$ cat config.mk
export PLATFORM = sky130hd
export DESIGN_NAME = ephy_bmcr
export DESIGN_NICKNAME = d
export VERILOG_FILES = /design/src/rtl/ephy_pkg.sv /design/src/rtl/ephy_ctl_regs.sv /design/src/rtl/ephy_ready_timer.sv /design/src/rtl/ephy_datapath.sv /design/src/rtl/ephy_bmcr.sv
export SDC_FILE = /design/constraint.sdc
export NUM_CORES = 1
export LEC_CHECK = 0
export BUFFER_PORTS_ARGS = -buffer_cell sky130_fd_sc_hd__buf_2
export CORE_MARGIN = 3
export CORE_UTILIZATION = 51
export DETAILED_ROUTE_END_ITERATION = 10
export GPL_ROUTABILITY_DRIVEN = 0
export PLACE_DENSITY = 0.84
export SLEW_MARGIN = 20
export SYNTH_ARGS = -nofsm -noshare
export SYNTH_HDL_FRONTEND = slang
export SYNTH_HIERARCHICAL = 1
export SYNTH_SLANG_ARGS = --single-unit
$ cat constraint.sdc
create_clock -name clk -period 2.65 [get_ports clk]
set_input_delay 0.53 -clock clk [delete_from_list [all_inputs] [get_ports clk]]
set_output_delay 0.53 -clock clk [all_outputs]
set_load 0.03 [all_outputs]
$ cat src/rtl/ephy_pkg.sv
package ephy_pkg;
   localparam int unsigned REG_W   = 16;
   localparam int unsigned B_RST   = 15;
   localparam int unsigned B_LOOP  = 14;
   localparam int unsigned B_SPD   = 13;
   localparam int unsigned B_ANE   = 12;
   localparam int unsigned B_PDN   = 11;
   localparam int unsigned B_ISO   = 10;
   localparam int unsigned B_DPX   = 8;
   localparam int unsigned OE_W    = 7;

   typedef struct packed {
      logic loop;
      logic spd;
      logic ane;
      logic pdn;
      logic iso;
      logic dpx;
   } ctl_t;

   localparam ctl_t CTL_DEFAULT = '{loop: 1'b0, spd: 1'b1, ane: 1'b1,
                                    pdn: 1'b0, iso: 1'b0, dpx: 1'b0};
endpackage

$ cat src/rtl/ephy_ctl_regs.sv
module ephy_ctl_regs
   import ephy_pkg::*;
#(
   parameter int unsigned RST_CYCLES  = 32500,
   parameter int unsigned GUARD_TICKS = 3
) (
   input  logic             clk,
   input  logic             rst_n,
   input  logic             wr,
   input  logic [REG_W-1:0] wdata,
   input  logic             mdc_tick,
   input  logic             pre_sup,
   input  logic             st_seen,
   output ctl_t             ctl,
   output logic             busy,
   output logic [REG_W-1:0] rdata,
   output logic             st_err
);
   localparam int unsigned RCW = $clog2(RST_CYCLES + 1);
   localparam int unsigned GCW = $clog2(GUARD_TICKS + 1);

   initial begin
      assert (RST_CYCLES >= 1) else $error("RST_CYCLES must be at least 1");
      assert (GUARD_TICKS >= 1) else $error("GUARD_TICKS must be at least 1");
   end

   logic [RCW-1:0] rcnt;
   logic [GCW-1:0] gcnt;
   logic           guard;
   logic           done;

   assign done = busy && (rcnt == RCW'(RST_CYCLES - 1));

   always_ff @(posedge clk or negedge rst_n) begin
      if (!rst_n) begin
         ctl  <= CTL_DEFAULT;
         busy <= 1'b0;
         rcnt <= '0;
      end else if (busy) begin
         if (done) busy <= 1'b0;
         rcnt <= rcnt + 1'b1;
      end else if (wr) begin
         if (wdata[B_RST]) begin
            ctl  <= CTL_DEFAULT;
            busy <= 1'b1;
            rcnt <= '0;
         end else begin
            ctl.loop <= wdata[B_LOOP];
            ctl.spd  <= wdata[B_SPD];
            ctl.ane  <= wdata[B_ANE];
            ctl.pdn  <= wdata[B_PDN];
            ctl.iso  <= wdata[B_ISO];
            ctl.dpx  <= wdata[B_DPX];
         end
      end
   end

   always_ff @(posedge clk or negedge rst_n) begin
      if (!rst_n) begin
         guard  <= 1'b0;
         gcnt   <= '0;
         st_err <= 1'b0;
      end else begin
         st_err <= guard && pre_sup && st_seen;
         if (done) begin
            guard <= 1'b1;
            gcnt  <= '0;
         end else if (!busy && wr && wdata[B_RST]) begin
            guard <= 1'b0;
         end else if (guard && mdc_tick) begin
            if (gcnt == GCW'(GUARD_TICKS - 1)) guard <= 1'b0;
            gcnt <= gcnt + 1'b1;
         end
      end
   end

   always_comb begin
      rdata         = '0;
      rdata[B_RST]  = busy;
      rdata[B_LOOP] = ctl.loop;
      rdata[B_SPD]  = ctl.spd;
      rdata[B_ANE]  = ctl.ane;
      rdata[B_PDN]  = ctl.pdn;
      rdata[B_ISO]  = ctl.iso;
      rdata[B_DPX]  = ctl.dpx;
   end

   assert_defaults_on_rst_R2: assert property (@(posedge clk) disable iff (!rst_n)
      $rose(busy) |-> (ctl == CTL_DEFAULT));
   assert_wr_ignored_busy_R3: assert property (@(posedge clk) disable iff (!rst_n)
      busy |=> $stable(ctl));
   assert_err_needs_presup_R4: assert property (@(posedge clk) disable iff (!rst_n)
      st_err |-> $past(pre_sup));
endmodule

$ cat src/rtl/ephy_ready_timer.sv
module ephy_ready_timer #(
   parameter int unsigned READY_CYCLES = 12_500_000
) (
   input  logic clk,
   input  logic rst_n,
   input  logic quiet,
   output logic ready
);
   localparam int unsigned CW = $clog2(READY_CYCLES + 1);

   initial begin
      assert (READY_CYCLES >= 1) else $error("READY_CYCLES must be at least 1");
   end

   logic [CW-1:0] cnt;

   always_ff @(posedge clk or negedge rst_n) begin
      if (!rst_n) begin
         ready <= 1'b1;
         cnt   <= '0;
      end else if (!quiet) begin
         ready <= 1'b0;
         cnt   <= '0;
      end else if (!ready) begin
         if (cnt == CW'(READY_CYCLES - 1)) ready <= 1'b1;
         cnt <= cnt + 1'b1;
      end
   end

   assert_ready_after_quiet_R10: assert property (@(posedge clk) disable iff (!rst_n)
      $rose(ready) |-> $past(quiet));
endmodule

$ cat src/rtl/ephy_datapath.sv
module ephy_datapath
   import ephy_pkg::*;
#(
   parameter int unsigned DW       = 4,
   parameter int unsigned LB_DEPTH = 2
) (
   input  logic            clk,
   input  logic            rst_n,
   input  logic            active,
   input  logic            loop,
   input  logic            iso,
   input  logic            tx_en,
   input  logic            tx_er,
   input  logic [DW-1:0]   txd,
   output logic            med_tx_en,
   output logic            med_tx_er,
   output logic [DW-1:0]   med_txd,
   input  logic            med_rx_dv,
   input  logic            med_rx_er,
   input  logic [DW-1:0]   med_rxd,
   input  logic            med_col,
   input  logic            med_crs,
   output logic            rx_dv,
   output logic            rx_er,
   output logic [DW-1:0]   rxd,
   output logic            col,
   output logic            crs,
   output logic [OE_W-1:0] mii_oe
);
   localparam int unsigned SW = DW + 2;

   initial begin
      assert (LB_DEPTH >= 1) else $error("LB_DEPTH must be at least 1");
      assert (DW >= 1) else $error("DW must be at least 1");
   end

   logic [SW-1:0] stg [LB_DEPTH];
   logic [SW-1:0] stg_in;
   logic [SW-1:0] lb_out;

   assign stg_in = active ? {tx_en, tx_er, txd} : '0;
   assign lb_out = stg[LB_DEPTH-1];

   for (genvar g = 0; g < LB_DEPTH; g++) begin : g_pipe
      if (g == 0) begin : g_head
         always_ff @(posedge clk or negedge rst_n) begin
            if (!rst_n) stg[0] <= '0;
            else        stg[0] <= stg_in;
         end
      end else begin : g_body
         always_ff @(posedge clk or negedge rst_n) begin
            if (!rst_n) stg[g] <= '0;
            else        stg[g] <= stg[g-1];
         end
      end
   end

   always_comb begin
      med_tx_en = active && !loop && tx_en;
      med_tx_er = active && !loop && tx_er;
      med_txd   = (active && !loop) ? txd : '0;
      if (loop) begin
         rx_dv = active && lb_out[SW-1];
         rx_er = active && lb_out[SW-2];
         rxd   = active ? lb_out[DW-1:0] : '0;
         col   = 1'b0;
         crs   = active && lb_out[SW-1];
      end else begin
         rx_dv = active && med_rx_dv;
         rx_er = active && med_rx_er;
         rxd   = active ? med_rxd : '0;
         col   = active && med_col;
         crs   = active && med_crs;
      end
      mii_oe = iso ? '0 : '1;
   end

   assert_loop_no_medium_R5: assert property (@(posedge clk) disable iff (!rst_n)
      loop |-> (!med_tx_en && !col));
   assert_idle_when_off_R9: assert property (@(posedge clk) disable iff (!rst_n)
      !active |-> (!rx_dv && !med_tx_en && !crs));
endmodule

$ cat src/rtl/ephy_bmcr.sv
module ephy_bmcr
   import ephy_pkg::*;
#(
   parameter int unsigned DW           = 4,
   parameter int unsigned RST_CYCLES   = 32500,
   parameter int unsigned GUARD_TICKS  = 3,
   parameter int unsigned READY_CYCLES = 12_500_000,
   parameter int unsigned LB_DEPTH     = 2
) (
   input  logic            clk,
   input  logic            rst_n,
   input  logic            reg_wr,
   input  logic [15:0]     reg_wdata,
   output logic [15:0]     reg_rdata,
   input  logic            mdc_tick,
   input  logic            pre_sup,
   input  logic            st_seen,
   output logic            st_err,
   input  logic            an_speed100,
   input  logic            an_full,
   output logic            link_speed100,
   output logic            link_full,
   input  logic            tx_en,
   input  logic            tx_er,
   input  logic [DW-1:0]   txd,
   output logic            med_tx_en,
   output logic            med_tx_er,
   output logic [DW-1:0]   med_txd,
   input  logic            med_rx_dv,
   input  logic            med_rx_er,
   input  logic [DW-1:0]   med_rxd,
   input  logic            med_col,
   input  logic            med_crs,
   output logic            rx_dv,
   output logic            rx_er,
   output logic [DW-1:0]   rxd,
   output logic            col,
   output logic            crs,
   output logic [6:0]      mii_oe
);
   ctl_t ctl;
   logic busy;
   logic ready;
   logic active;

   ephy_ctl_regs #(.RST_CYCLES(RST_CYCLES), .GUARD_TICKS(GUARD_TICKS)) u_regs (
      .clk(clk), .rst_n(rst_n), .wr(reg_wr), .wdata(reg_wdata),
      .mdc_tick(mdc_tick), .pre_sup(pre_sup), .st_seen(st_seen),
      .ctl(ctl), .busy(busy), .rdata(reg_rdata), .st_err(st_err)
   );

   ephy_ready_timer #(.READY_CYCLES(READY_CYCLES)) u_ready (
      .clk(clk), .rst_n(rst_n), .quiet(!ctl.pdn && !ctl.iso), .ready(ready)
   );

   assign active        = ready && !ctl.pdn && !ctl.iso;
   assign link_speed100 = ctl.ane ? an_speed100 : ctl.spd;
   assign link_full     = ctl.ane ? an_full : ctl.dpx;

   ephy_datapath #(.DW(DW), .LB_DEPTH(LB_DEPTH)) u_dp (
      .clk(clk), .rst_n(rst_n), .active(active), .loop(ctl.loop), .iso(ctl.iso),
      .tx_en(tx_en), .tx_er(tx_er), .txd(txd),
      .med_tx_en(med_tx_en), .med_tx_er(med_tx_er), .med_txd(med_txd),
      .med_rx_dv(med_rx_dv), .med_rx_er(med_rx_er), .med_rxd(med_rxd),
      .med_col(med_col), .med_crs(med_crs),
      .rx_dv(rx_dv), .rx_er(rx_er), .rxd(rxd), .col(col), .crs(crs),
      .mii_oe(mii_oe)
   );
endmodule

==> key figures, run 1 <==
Run status
  • Status: complete, no violations

Drt
  • DRT antenna net count: 0
  • Starting DRT DRC Count: 141
  • DRC viols: 0
  • Vias: 2566
  • DRT Pass-1 Iters: 4
  • Wire per inst: 14.6 um
  • Vias/cell: 5.55
  • Routed WL: 6750 um

Clock network
  • H-tree depth: 3
  • CTS Buf Count: 9
  • Clock root buffer: clkbuf_8
  • # resized after CTS: 0
  • CTS max path bufs: 2
  • CTS tree: built
  • Worst-Skew Late Latency: roughly 0.33 ns
  • Post-cts hold buffer count: 0
  • Reg clk slew, reported paths: approximately 0.08 ns
  • Setup bufs post-CTS: 0
  • CTS sink cnt: 63

Synth
  • Mapped Area: between 3000 and 4000 um2
  • #FFs+latches synth: 63
  • Post-Syn Instances: roughly 330
  • Mean Syn Cell Area: around 10 um2
  • Sequential-to-total area share from yosys stat: 0.476
  • Unique masters post-synth: 50
  • Yosys warning total: 6

STA
  • Setup tns final: 0 ns
  • Fin. max-slew vios: 0
  • Final Skew: 0.00641 ns
  • Final Setup Violations: 0
  • Final worst path period share: 0.907
  • Relative slew slack: 0.505
  • RSZ-0062 raised after global routing: false
  • Final hold viol count: 0
  • Maximum clock rate: 0.416 GHz
  • Final min period: between 2 and 2.5 ns
  • Slew of the pin with the lowest slew margin: approximately 0.74 ns

Final layout
  • Commonest non-fill, non-tap cell in the layout: dfrtp_1
  • Cell Count, Final, Fillers Out: between 400 and 500
  • Final Net Count: around 420
  • Most frequent cells in the layout: dfrtp_1, buf_2, nand2_1, o21ai_0
  • Diode count: 0
  • Share of post-route cells with drive strength above 1: 0.245
  • Filler cells: around 510
  • Sequential Area: roughly 1600 um2
  • Layout Area Growth over Synthesis: 11.6%
  • Multi-input gate area: 1510 um2

Global routing
  • Pin count of the biggest net entering global routing: 30
  • Gr ovfl total: 0
  • Initial antenna violation count: 0
  • Global-route wire length before repair: 11800 um
  • Total GRT Usage: 0.195
  • Vias in the first global route: between 2k and 3k

Die
  • Die X: approximately 87 um
  • Rows: 28
  • Die height: between 80 and 90 um
  • Core area: a little over 6000 um2
  • Die area: 7520 um2
  • Initial core utilization: 0.545
  • Top-Level Pins: between 70 and 80

Placed design
  • Dpl hpwl: 4980 um
  • # port buffers: 59
  • Inst Count DP: 446

Pwr
  • Leakage: about 0.0017 uW
  • Pwr dens: 664 nW/um2
  • Peak supply drop: 0.570 mV

Job
  • MaxCap Viol Count: 0

Critical path
  • Crit end category: output pin
  • Arrival time worst endpoint: 1.87 ns
  • Worst Path Required: 2.12 ns
  • Crit path launch type: flop
  • WS Path Type: reg -> out
  • CP max FO: 13

Min path
  • HP Class: in -> async
-- worst max-delay path: stages, from the launching register on --
cell	delay, ns
dfstp_2	0.62
nor3b_1	0.29
buf_4	0.23
a21boi_1	0.18
buf_2	0.22
-- synth_stat cells (all sizes together) --
master | n | area, um2
a22o | 1 | 8.76
nor3b | 2 | 15.0
a21boi | 3 | 26.3
or4b | 1 | 10.0
ha | 3 | 37.5
o21ai | 22 | 110
nor2 | 15 | 56.3
o211ai | 4 | 40.0
o31a | 2 | 18.8
conb | 1 | 3.75
or3 | 8 | 50.1
a21oi | 15 | 75.1
or4 | 9 | 71.3
xnor2 | 7 | 61.3
nor2b | 9 | 63.8
o31ai | 11 | 92.6
and2b | 1 | 7.51
dfrtp | 60 | 1500
or2 | 1 | 6.26
nand4b | 6 | 52.6
dfstp | 3 | 78.8
inv | 5 | 18.8
xor2 | 2 | 17.5
mux2 | 3 | 33.8
and2 | 14 | 90.1
buf | 28 | 220
nor4 | 7 | 43.8
o22ai | 1 | 6.26
nand2b | 7 | 43.8
nor3 | 4 | 20.0
nand3 | 12 | 60.1
o21a | 1 | 7.51
mux2i | 10 | 100
nand3b | 1 | 7.51
nand2 | 29 | 109
and3 | 4 | 25.0
clkbuf | 6 | 23.8
nand4 | 16 | 106
-- metal layers --
metal | GRT usage | wire length [um] | vias up
li1 | - | - | 1272
met1 | 0.230 | 2890 | 1247
met2 | 0.353 | 3600 | 45
met3 | 0.0599 | 234 | 2
met4 | 0.0368 | 19 | 0
met5 | 0 | 0 | -
-- cell type report --
type / count / area share
inverter: 5 / 0.00506
clock inverter: 7 / 0.0152
multi-input combinational: 240 / 0.407
tap: 75 / 0.0253
sequential: 63 / 0.426
timing repair buffer: 63 / 0.0878
clock buffer: 9 / 0.0334
-- final timing paths --
check	depth (start not counted)	endpoint	slack, ns	from
min reg2reg	0	u_dp/lb_out[1]	0.35	u_dp/stg[7]
max	4	rx_dv	0.25	u_ready/ready
min in group clk	0	u_dp/lb_out[1]	0.35	u_dp/stg[7]
max reg2reg	5	u_ready/cnt[21]	0.52	u_regs/ctl[1]
min	1	u_ready/cnt[6]	0.21	rst_n
max in group asynchronous	2	u_regs/ctl[3]	1.67	rst_n
-- power breakdown --
part           switching (uW)  internal [uW]
registers                 141           1080
logic                     312            184
clock network             395            350
total                     848           1610
-- cells by family (layout without fill, tap and decap cells) --
logic type / count (synthesis) / in the layout / synth area share
simple gates: 146 / 146 / 0.252
fa+ha+maj: 3 / 3 / 0.0113
compound gates: 60 / 60 / 0.116
flops: 63 / 63 / 0.476
xor+xnor: 9 / 9 / 0.0237
other cells: 1 / 9 / 0.00113
buf+inv: 39 / 84 / 0.0791
mux: 13 / 13 / 0.0403
-- sequential cells by signal (all words and copies together) (netlist names) --
signal and count:
u_ready/cnt 24, u_regs/guard 1, u_dp/stg 6, u_regs/busy 1, u_ready/ready 1, u_regs/rcnt 15, u_regs/ctl 6, u_regs/gcnt 2
u_regs/st_err 1, u_dp/lb_out 6
-- through the flow --
step           setup WS, ns  total power (uW)  utilization  hold WS [ns]  cell area [um2]
2_1_floorplan         0.589              1620            -         0.234             3350
3_3_place_gp          0.579              1690        0.578         0.331             3530
3_5_place_dp          0.543              1730        0.578         0.336             3530
4_1_cts               0.219              2490        0.608         0.211             3710
5_1_grt               0.129              2610        0.608         0.237             3710
6_report              0.247              2460        0.608         0.207             3710
(Power assumes the default switching activity.)
==> run 2: changes to the inputs <==
--- a/config.mk
+++ b/config.mk
@@ -7,10 +7,11 @@
 export LEC_CHECK = 0
 export BUFFER_PORTS_ARGS = -buffer_cell sky130_fd_sc_hd__buf_2
 export CORE_MARGIN = 3
-export CORE_UTILIZATION = 51
+export CORE_UTILIZATION = 35
 export DETAILED_ROUTE_END_ITERATION = 10
 export GPL_ROUTABILITY_DRIVEN = 0
-export PLACE_DENSITY = 0.84
+export PLACE_DENSITY = 0.66
+export REMOVE_ABC_BUFFERS = 1
 export SLEW_MARGIN = 20
 export SYNTH_ARGS = -nofsm -noshare
 export SYNTH_HDL_FRONTEND = slang
==> constraint.sdc (replaced) <==
create_clock -name clk -period 2 [get_ports clk]
set_input_delay 0.4 -clock clk [delete_from_list [all_inputs] [get_ports clk]]
set_output_delay 0.4 -clock clk [all_outputs]
set_load 0.03 [all_outputs]
==> run 2 against run 1 <==
Compared with the run above: the run now ends with setup timing left; register-to-register slack got worse by 0.57 ns; largest power group unchanged; setup slack got worse by 0.34 ns; worst hold slack improved by 0.077 ns; die area rose by 42%; non-clock buffer count rose by 29.
==> key figures, run 2 (same netlist as run 1, synthesis figures left out) <==
Critical path
  • Worst reg2reg path startpoint: u_ready/ready (was u_regs/ctl[1])
  • Arrival time worst endpoint: 1.69 ns (was 1.87 ns)
  • Slowest CP cell: dfstp_2 (unchanged)
  • Worst Path Required: 1.60 ns (was 2.12 ns)
  • Largest stage delay, worst path: 0.55 ns (was 0.62 ns)
  • Crit end category: output pin (unchanged)
  • R2r endpoint: u_ready/cnt[19] (was u_ready/cnt[21])
  • CP max FO: 7 (was 13)
  • Delay-heaviest family, CP: simple AND/OR/NAND/NOR gates (was flip-flops)
  • Crit path launch type: flop (unchanged)
  • WS Path Type: reg -> out (unchanged)
  • R2R setup slack: -0.05 ns (was 0.52 ns)
  • Worst path cell trace: nor3b_4 > nor2b_4 > and2_4 > buf_6 (was nor3b_1 > buf_4 > a21boi_1 > buf_2)
  • R2R depth: 6 (was 5)
  • CP Buf/Inv Count: 1 (was 2)

Global routing
  • Global-route wire length before repair: 12200 um (was 11800 um)
  • Vias in the first global route: 2654 (was 2570)
  • Met2 usage: 0.235 (was 0.353)
  • Total GRT Usage: 0.145 (was 0.195)
  • Gr ovfl total: 0 (unchanged)
  • Pin count of the biggest net entering global routing: 28 (was 30)
  • GRT met1 Usage: 0.188 (was 0.230)
  • Gr busiest metal: met2 (unchanged)
  • Met3 Usage GRT: 0.0241 (was 0.0599)
  • Initial antenna violation count: 0 (unchanged)

STA
  • Final Skew: 0.00863 ns (was 0.00641 ns)
  • RSZ-0062 raised after global routing: true (was false)
  • Final hold viol count: 0 (unchanged)
  • Final min period: approximately 2.1 ns
  • Maximum clock rate: 0.478 GHz
  • Final Setup Violations: 10 (was 0)
  • Final worst path period share: 1.05
  • Final worst setup slack: -0.0929 ns (was 0.247 ns)
  • Fin. max-slew vios: 0 (unchanged)

Final layout
  • Final Net Count: 452 (was 423)
  • Top reg by flops: u_ready/cnt (unchanged)
  • Diode count: 0 (unchanged)
  • Core Util, Final: 0.480 (was 0.608)
  • Share of post-route cells with drive strength above 1: 0.375 (was 0.245)
  • Commonest non-fill, non-tap cell in the layout: dfrtp_1 (unchanged)
  • Max reg flops: 24 (unchanged)
  • Most frequent cells in the layout: dfrtp_1, buf_2, nand2_1, buf_4, o21ai_0 (was dfrtp_1, buf_2, nand2_1, o21ai_0)
  • Layout Area Growth over Synthesis: 29.7% (was 11.6%)
  • Final non-filler cell area: 4310 um2 (was 3710 um2)
  • Top flop regs: u_ready/cnt (24), u_regs/rcnt (15) (unchanged)

Die
  • Die height: 103 um (was 86.7 um)
  • Initial core utilization: 0.370 (was 0.545)
  • Top-Level Pins: 78 (unchanged)
  • Rows: 34 (was 28)
  • Die area: 10700 um2 (was 7520 um2)
  • Core area: 8980 um2 (was 6100 um2)
  • Die X: 103 um (was 86.7 um)

Clock network
  • Clock root buffer: clkbuf_8 (unchanged)
  • CTS Buf Count: 9 (unchanged)
  • H-tree depth: 3 (unchanged)
  • Worst-Skew Late Latency: 0.34 ns (was 0.33 ns)
  • Reg clk slew, reported paths: 0.07 ns (was 0.08 ns)
  • CTS max path bufs: 2 (unchanged)
  • CTS tree: built (unchanged)
  • CTS sink cnt: 63 (unchanged)

Min path
  • HP Class: in -> reg (was in -> async)
  • Hold EP: u_dp/stg[7]
  • Hold Path Depth: 2
  • Worst hold start: txd[1]

Pwr
  • Internal Power: 2430 uW (was 1610 uW)
  • Pwr dens: 830 nW/um2 (was 664 nW/um2)
  • Sw frac: 0.319 (was 0.345)
  • Clk pwr share: 0.342 (was 0.303)
  • Gate power share: 0.210 (was 0.202)
  • Peak supply drop: 0.460 mV (was 0.570 mV)
  • Tot Pwr: 3570 uW (was 2460 uW)
  • Seq pwr share: 0.448 (was 0.495)
  • Switch Pwr: 1140 uW (was 848 uW)
  • Leakage: 0.00185 uW (was 0.00166 uW)

Drt
  • Vias/cell: 5.00 (was 5.55)
  • DRC viols: 0 (unchanged)
  • DRT antenna net count: 0 (unchanged)
  • Routed WL: 7300 um (was 6750 um)
  • Wire per inst: 13.5 um (was 14.6 um)
  • Starting DRT DRC Count: 113 (was 141)
  • Vias: 2709 (was 2566)
  • DRT Pass-1 Iters: 4 (unchanged)

Run status
  • Status: finished with violations (was complete, no violations)
  • Failing checks: setup timing

Placed design
  • # port buffers: 59 (unchanged)
  • Dpl hpwl: 4970 um (was 4980 um)
  • Area after DPL: 3740 um2 (was 3530 um2)

Job
  • MaxCap Viol Count: 0 (unchanged)
==> run 2: cell count changes in the layout (fill, tap and decap cells not counted), sizes merged <==
cell / change
buf: +27
inv: -3
bufinv: +2
clkdlybuf4s15: +1
clkinvlp: +1
dlygate4sd3: +1
==> run 2: per-layer routing <==
metal	routed length (um)	vias to the layer above
met4	146	0
met3	297	15
met5	0	-
met1	3290	1303
met2	3560	68
li1	-	1323
==> run 2: what timing repair did <==
action                                  CTS  global route
cloned                                    1             0
endpoints found under the setup margin   16            19
setup buffers                             2             7
hold buffers                              1             0
pin swaps                                 0            16
endpoints found under the hold margin     7             0
resized for setup                        34            39
==> run 2: worst reg2reg max path, cell delays in order, from the launching register on <==
cell     delay, ns
dfstp_2       0.38
buf_4         0.14
buf_6         0.12
and2_4        0.15
or4_4         0.56
or4_4         0.50
a21oi_2       0.13
==> run 2: worst max-delay path by stage <==
stage                   start  cells past startpoint  slack (ns)              end
2_1_floorplan   u_ready/ready                      3       -0.20              col
4_1_cts         u_ready/ready                      4       -0.09        med_tx_en
5_1_grt         u_regs/ctl[2]                      5       -0.17       med_txd[3]
3_5_place_dp   u_ready/cnt[0]                      5        0.02  u_ready/cnt[22]
3_3_place_gp   u_ready/cnt[0]                      5        0.07  u_ready/cnt[16]
6_report        u_ready/ready                      4       -0.09       med_txd[0]
==> run 2: per-stage QoR <==
stage / hold WS (ns) / worst slack (ns) / instances / setup TNS [ns]
6_report: 0.284 / -0.0929 / 542 / -0.748
5_1_grt: 0.280 / -0.175 / 542 / -1.74
4_1_cts: 0.260 / -0.0925 / 536 / -0.749
3_5_place_dp: 0.300 / 0.0184 / 516 / 0
3_3_place_gp: 0.293 / 0.0735 / 516 / 0
2_1_floorplan: 0.104 / -0.196 / 308 / -4.04
==> run 2: power by group through the flow <==
| stage | registers (uW) | clock network [uW] | logic (uW) |
|---|---|---|---|
| after floorplan | 1640 | 0 | 417 |
| after global placement | 1610 | 0 | 667 |
| after detailed placement | 1620 | 0 | 694 |
| after CTS | 1600 | 1250 | 703 |
| after global routing | 1630 | 1310 | 833 |
| final | 1600 | 1220 | 749 |
==> run 2: area by class of cell <==
| cell class | count | area [um2] |
|---|---|---|
| clock buffer | 9 | 124 |
| sequential | 63 | 1580 |
| fill | 827 | 4670 |
| tap | 126 | 158 |
| clock inverter | 7 | 97.6 |
| inverter | 5 | 18.8 |
| timing repair buffer | 92 | 668 |
| multi-input combinational | 240 | 1660 |
==> run 3: changes to the inputs <==
--- a/config.mk
+++ b/config.mk
@@ -7,10 +7,10 @@
 export LEC_CHECK = 0
 export BUFFER_PORTS_ARGS = -buffer_cell sky130_fd_sc_hd__buf_2
 export CORE_MARGIN = 3
-export CORE_UTILIZATION = 35
+export CORE_UTILIZATION = 49
 export DETAILED_ROUTE_END_ITERATION = 10
 export GPL_ROUTABILITY_DRIVEN = 0
-export PLACE_DENSITY = 0.66
+export PLACE_DENSITY = 0.85
 export REMOVE_ABC_BUFFERS = 1
 export SLEW_MARGIN = 20
 export SYNTH_ARGS = -nofsm -noshare
==> run 3 against run 2 <==
Compared with the run above: final cell count decreased by 9.6%; routed wire length increased by 10%; the run still ends with setup timing left; non-clock buffer count shrank 3; via count up 6.8%; die area down 27%; combinational power grew 2%; worst hold slack got worse by 0.24 ns; first-iteration DRC count increased by 120%; sequential power about the same.
==> key figures, run 3 (same netlist as run 1, synthesis figures left out) <==
Run status
  • Status: finished with violations (unchanged)
  • Failing checks: setup timing (unchanged)

STA
  • Final min period: 2.11 ns (was 2.09 ns)
  • Final hold viol count: 0 (unchanged)
  • Slew of the pin with the lowest slew margin: 0.520 ns
  • Final Skew: 0.00794 ns (was 0.00863 ns)
  • Final Setup Violations: 14 (was 10)
  • Hold WS: 0.0423 ns (was 0.284 ns)
  • RSZ-0062 raised after global routing: true (unchanged)
  • Maximum clock rate: 0.473 GHz (was 0.478 GHz)
  • Relative slew slack: 0.653
  • Fin. max-slew vios: 0 (unchanged)
  • Final worst path period share: 1.06 (was 1.05)
  • Final worst setup slack: -0.115 ns (was -0.0929 ns)

Final layout
  • Cell Count, Final, Fillers Out: 490 (was 542)
  • Top reg by flops: u_ready/cnt (unchanged)
  • Final Net Count: 449 (was 452)
  • Commonest non-fill, non-tap cell in the layout: dfrtp_1 (unchanged)
  • Share of post-route cells with drive strength above 1: 0.346 (was 0.375)
  • Layout Area Growth over Synthesis: 24.4% (was 29.7%)
  • Max reg flops: 24 (unchanged)
  • Most frequent cells in the layout: dfrtp_1, buf_2, buf_4, nand2_1, o21ai_0 (was dfrtp_1, buf_2, nand2_1, buf_4, o21ai_0)
  • Top flop regs: u_ready/cnt (24), u_regs/rcnt (15) (unchanged)
  • Diode count: 0 (unchanged)
  • Final non-filler cell area: 4130 um2 (was 4310 um2)

Pwr
  • Peak supply drop: 0.699 mV (was 0.460 mV)
  • Leakage: 0.00183 uW (was 0.00185 uW)
  • Pwr dens: 861 nW/um2 (was 830 nW/um2)

Die
  • Die X: 88.3 um (was 103 um)
  • Rows: 29 (was 34)
  • Top-Level Pins: 78 (unchanged)
  • Die height: 88.3 um (was 103 um)
  • Initial core utilization: 0.514 (was 0.370)
  • Die area: 7800 um2 (was 10700 um2)
  • Core area: 6460 um2 (was 8980 um2)

Critical path
  • WS Path Type: reg -> out (unchanged)
  • CP max FO: 7 (unchanged)
  • Crit end category: output pin (unchanged)
  • R2r endpoint: u_ready/cnt[21] (was u_ready/cnt[19])
  • Arrival time worst endpoint: 1.71 ns (was 1.69 ns)
  • R2R setup slack: 0 ns (was -0.05 ns)
  • Worst Setup SP: u_ready/ready (unchanged)
  • Crit path launch type: flop (unchanged)
  • Worst reg2reg path startpoint: u_ready/cnt[0] (was u_ready/ready)
  • Worst Path Required: 1.60 ns (about the same)
  • Crit path capture: med_txd[0] (unchanged)
  • R2R depth: 5 (was 6)

Drt
  • Vias: 2894 (was 2709)
  • DRC viols: 0 (unchanged)
  • DRT antenna net count: 0 (unchanged)
  • DRT Pass-1 Iters: 7 (was 4)
  • Routed WL: 8050 um (was 7300 um)
  • Wire per inst: 16.4 um (was 13.5 um)
  • Starting DRT DRC Count: 248 (was 113)
  • Vias/cell: 5.91 (was 5.00)

Global routing
  • Global-route wire length before repair: 12800 um (was 12200 um)
  • Gr ovfl total: 0 (unchanged)
  • Vias in the first global route: 2686 (was 2654)
  • Initial antenna violation count: 0 (unchanged)
  • Total GRT Usage: 0.211 (was 0.145)
  • Pin count of the biggest net entering global routing: 64 (was 28)

Clock network
  • Clock root buffer: clkbuf_8 (unchanged)
  • Reg clk slew, reported paths: 0.07 ns (about the same)
  • Post-cts hold buffer count: 0 (was 1)
  • CTS Buf Count: 9 (unchanged)
  • Worst-Skew Late Latency: 0.35 ns (was 0.34 ns)
  • H-tree depth: 3 (unchanged)
  • CTS max path bufs: 2 (unchanged)
  • CTS tree: built (unchanged)
  • CTS sink cnt: 63 (unchanged)

Placed design
  • Area after DPL: 3690 um2 (was 3740 um2)
  • Dpl hpwl: 5050 um (was 4970 um)
  • Inst Count DP: 468 (was 516)
  • # port buffers: 59 (unchanged)

Min path
  • HP Class: in -> async (was in -> reg)

Job
  • MaxCap Viol Count: 0 (unchanged)
## run 3: routing by layer
metal  vias up  part of all wire  GRT usage
li1       1317                 -          -
met1      1416              0.39      0.262
met2       132              0.52      0.349
met3        29             0.057     0.0428
met4         0             0.036      0.110
met5         -                 0          0
## run 3: repair_timing
action                                  CTS  global route
setup buffers                             1             5
gates resized for setup                  28            26
pin swaps                                 1            12
endpoints found under the setup margin   16            19
## run 3: worst min path at each step
| stage | startpoint | endpoint |
|---|---|---|
| final | rst_n | u_ready/cnt[19] |
| after global routing | rst_n | u_ready/cnt[13] |
| after CTS | rst_n | u_ready/cnt[19] |
| after detailed placement | u_dp/stg[11] | u_dp/lb_out[5] |
| after global placement | u_dp/stg[10] | u_dp/lb_out[4] |
| after floorplan | rst_n | u_dp/lb_out[0] |
## run 3: through the flow
stage | utilization | TNS, ns | setup slack, ns | power (uW)
2_1_floorplan | - | -4.04 | -0.196 | 2060
3_3_place_gp | 0.571 | 0 | 0.0753 | 2270
3_5_place_dp | 0.571 | 0 | 0.0250 | 2310
4_1_cts | 0.618 | -0.964 | -0.0963 | 3500
5_1_grt | 0.640 | -2.26 | -0.188 | 3740
6_report | 0.640 | -1.24 | -0.115 | 3560
## run 3: final cells by class
class | count | area (um2)
repair buffers | 89 | 609
multi-input cells | 240 | 1620
clock buffers | 12 | 135
clock inverters | 4 | 70.1
inverters | 5 | 18.8
well taps | 77 | 96.3
flip-flops and latches | 63 | 1580
fillers | 484 | 2330
## run 3: where the power goes
group	switching (uW)	internal, uW
logic	460	301
registers	192	1430
clock network	479	699
total	1130	2430
## run 3: critical path: stages, from the launching register on
cell and delay, ns:
dfstp_2 0.55, nor3b_4 0.25, nor2b_4 0.26, and2_4 0.18, buf_6 0.12
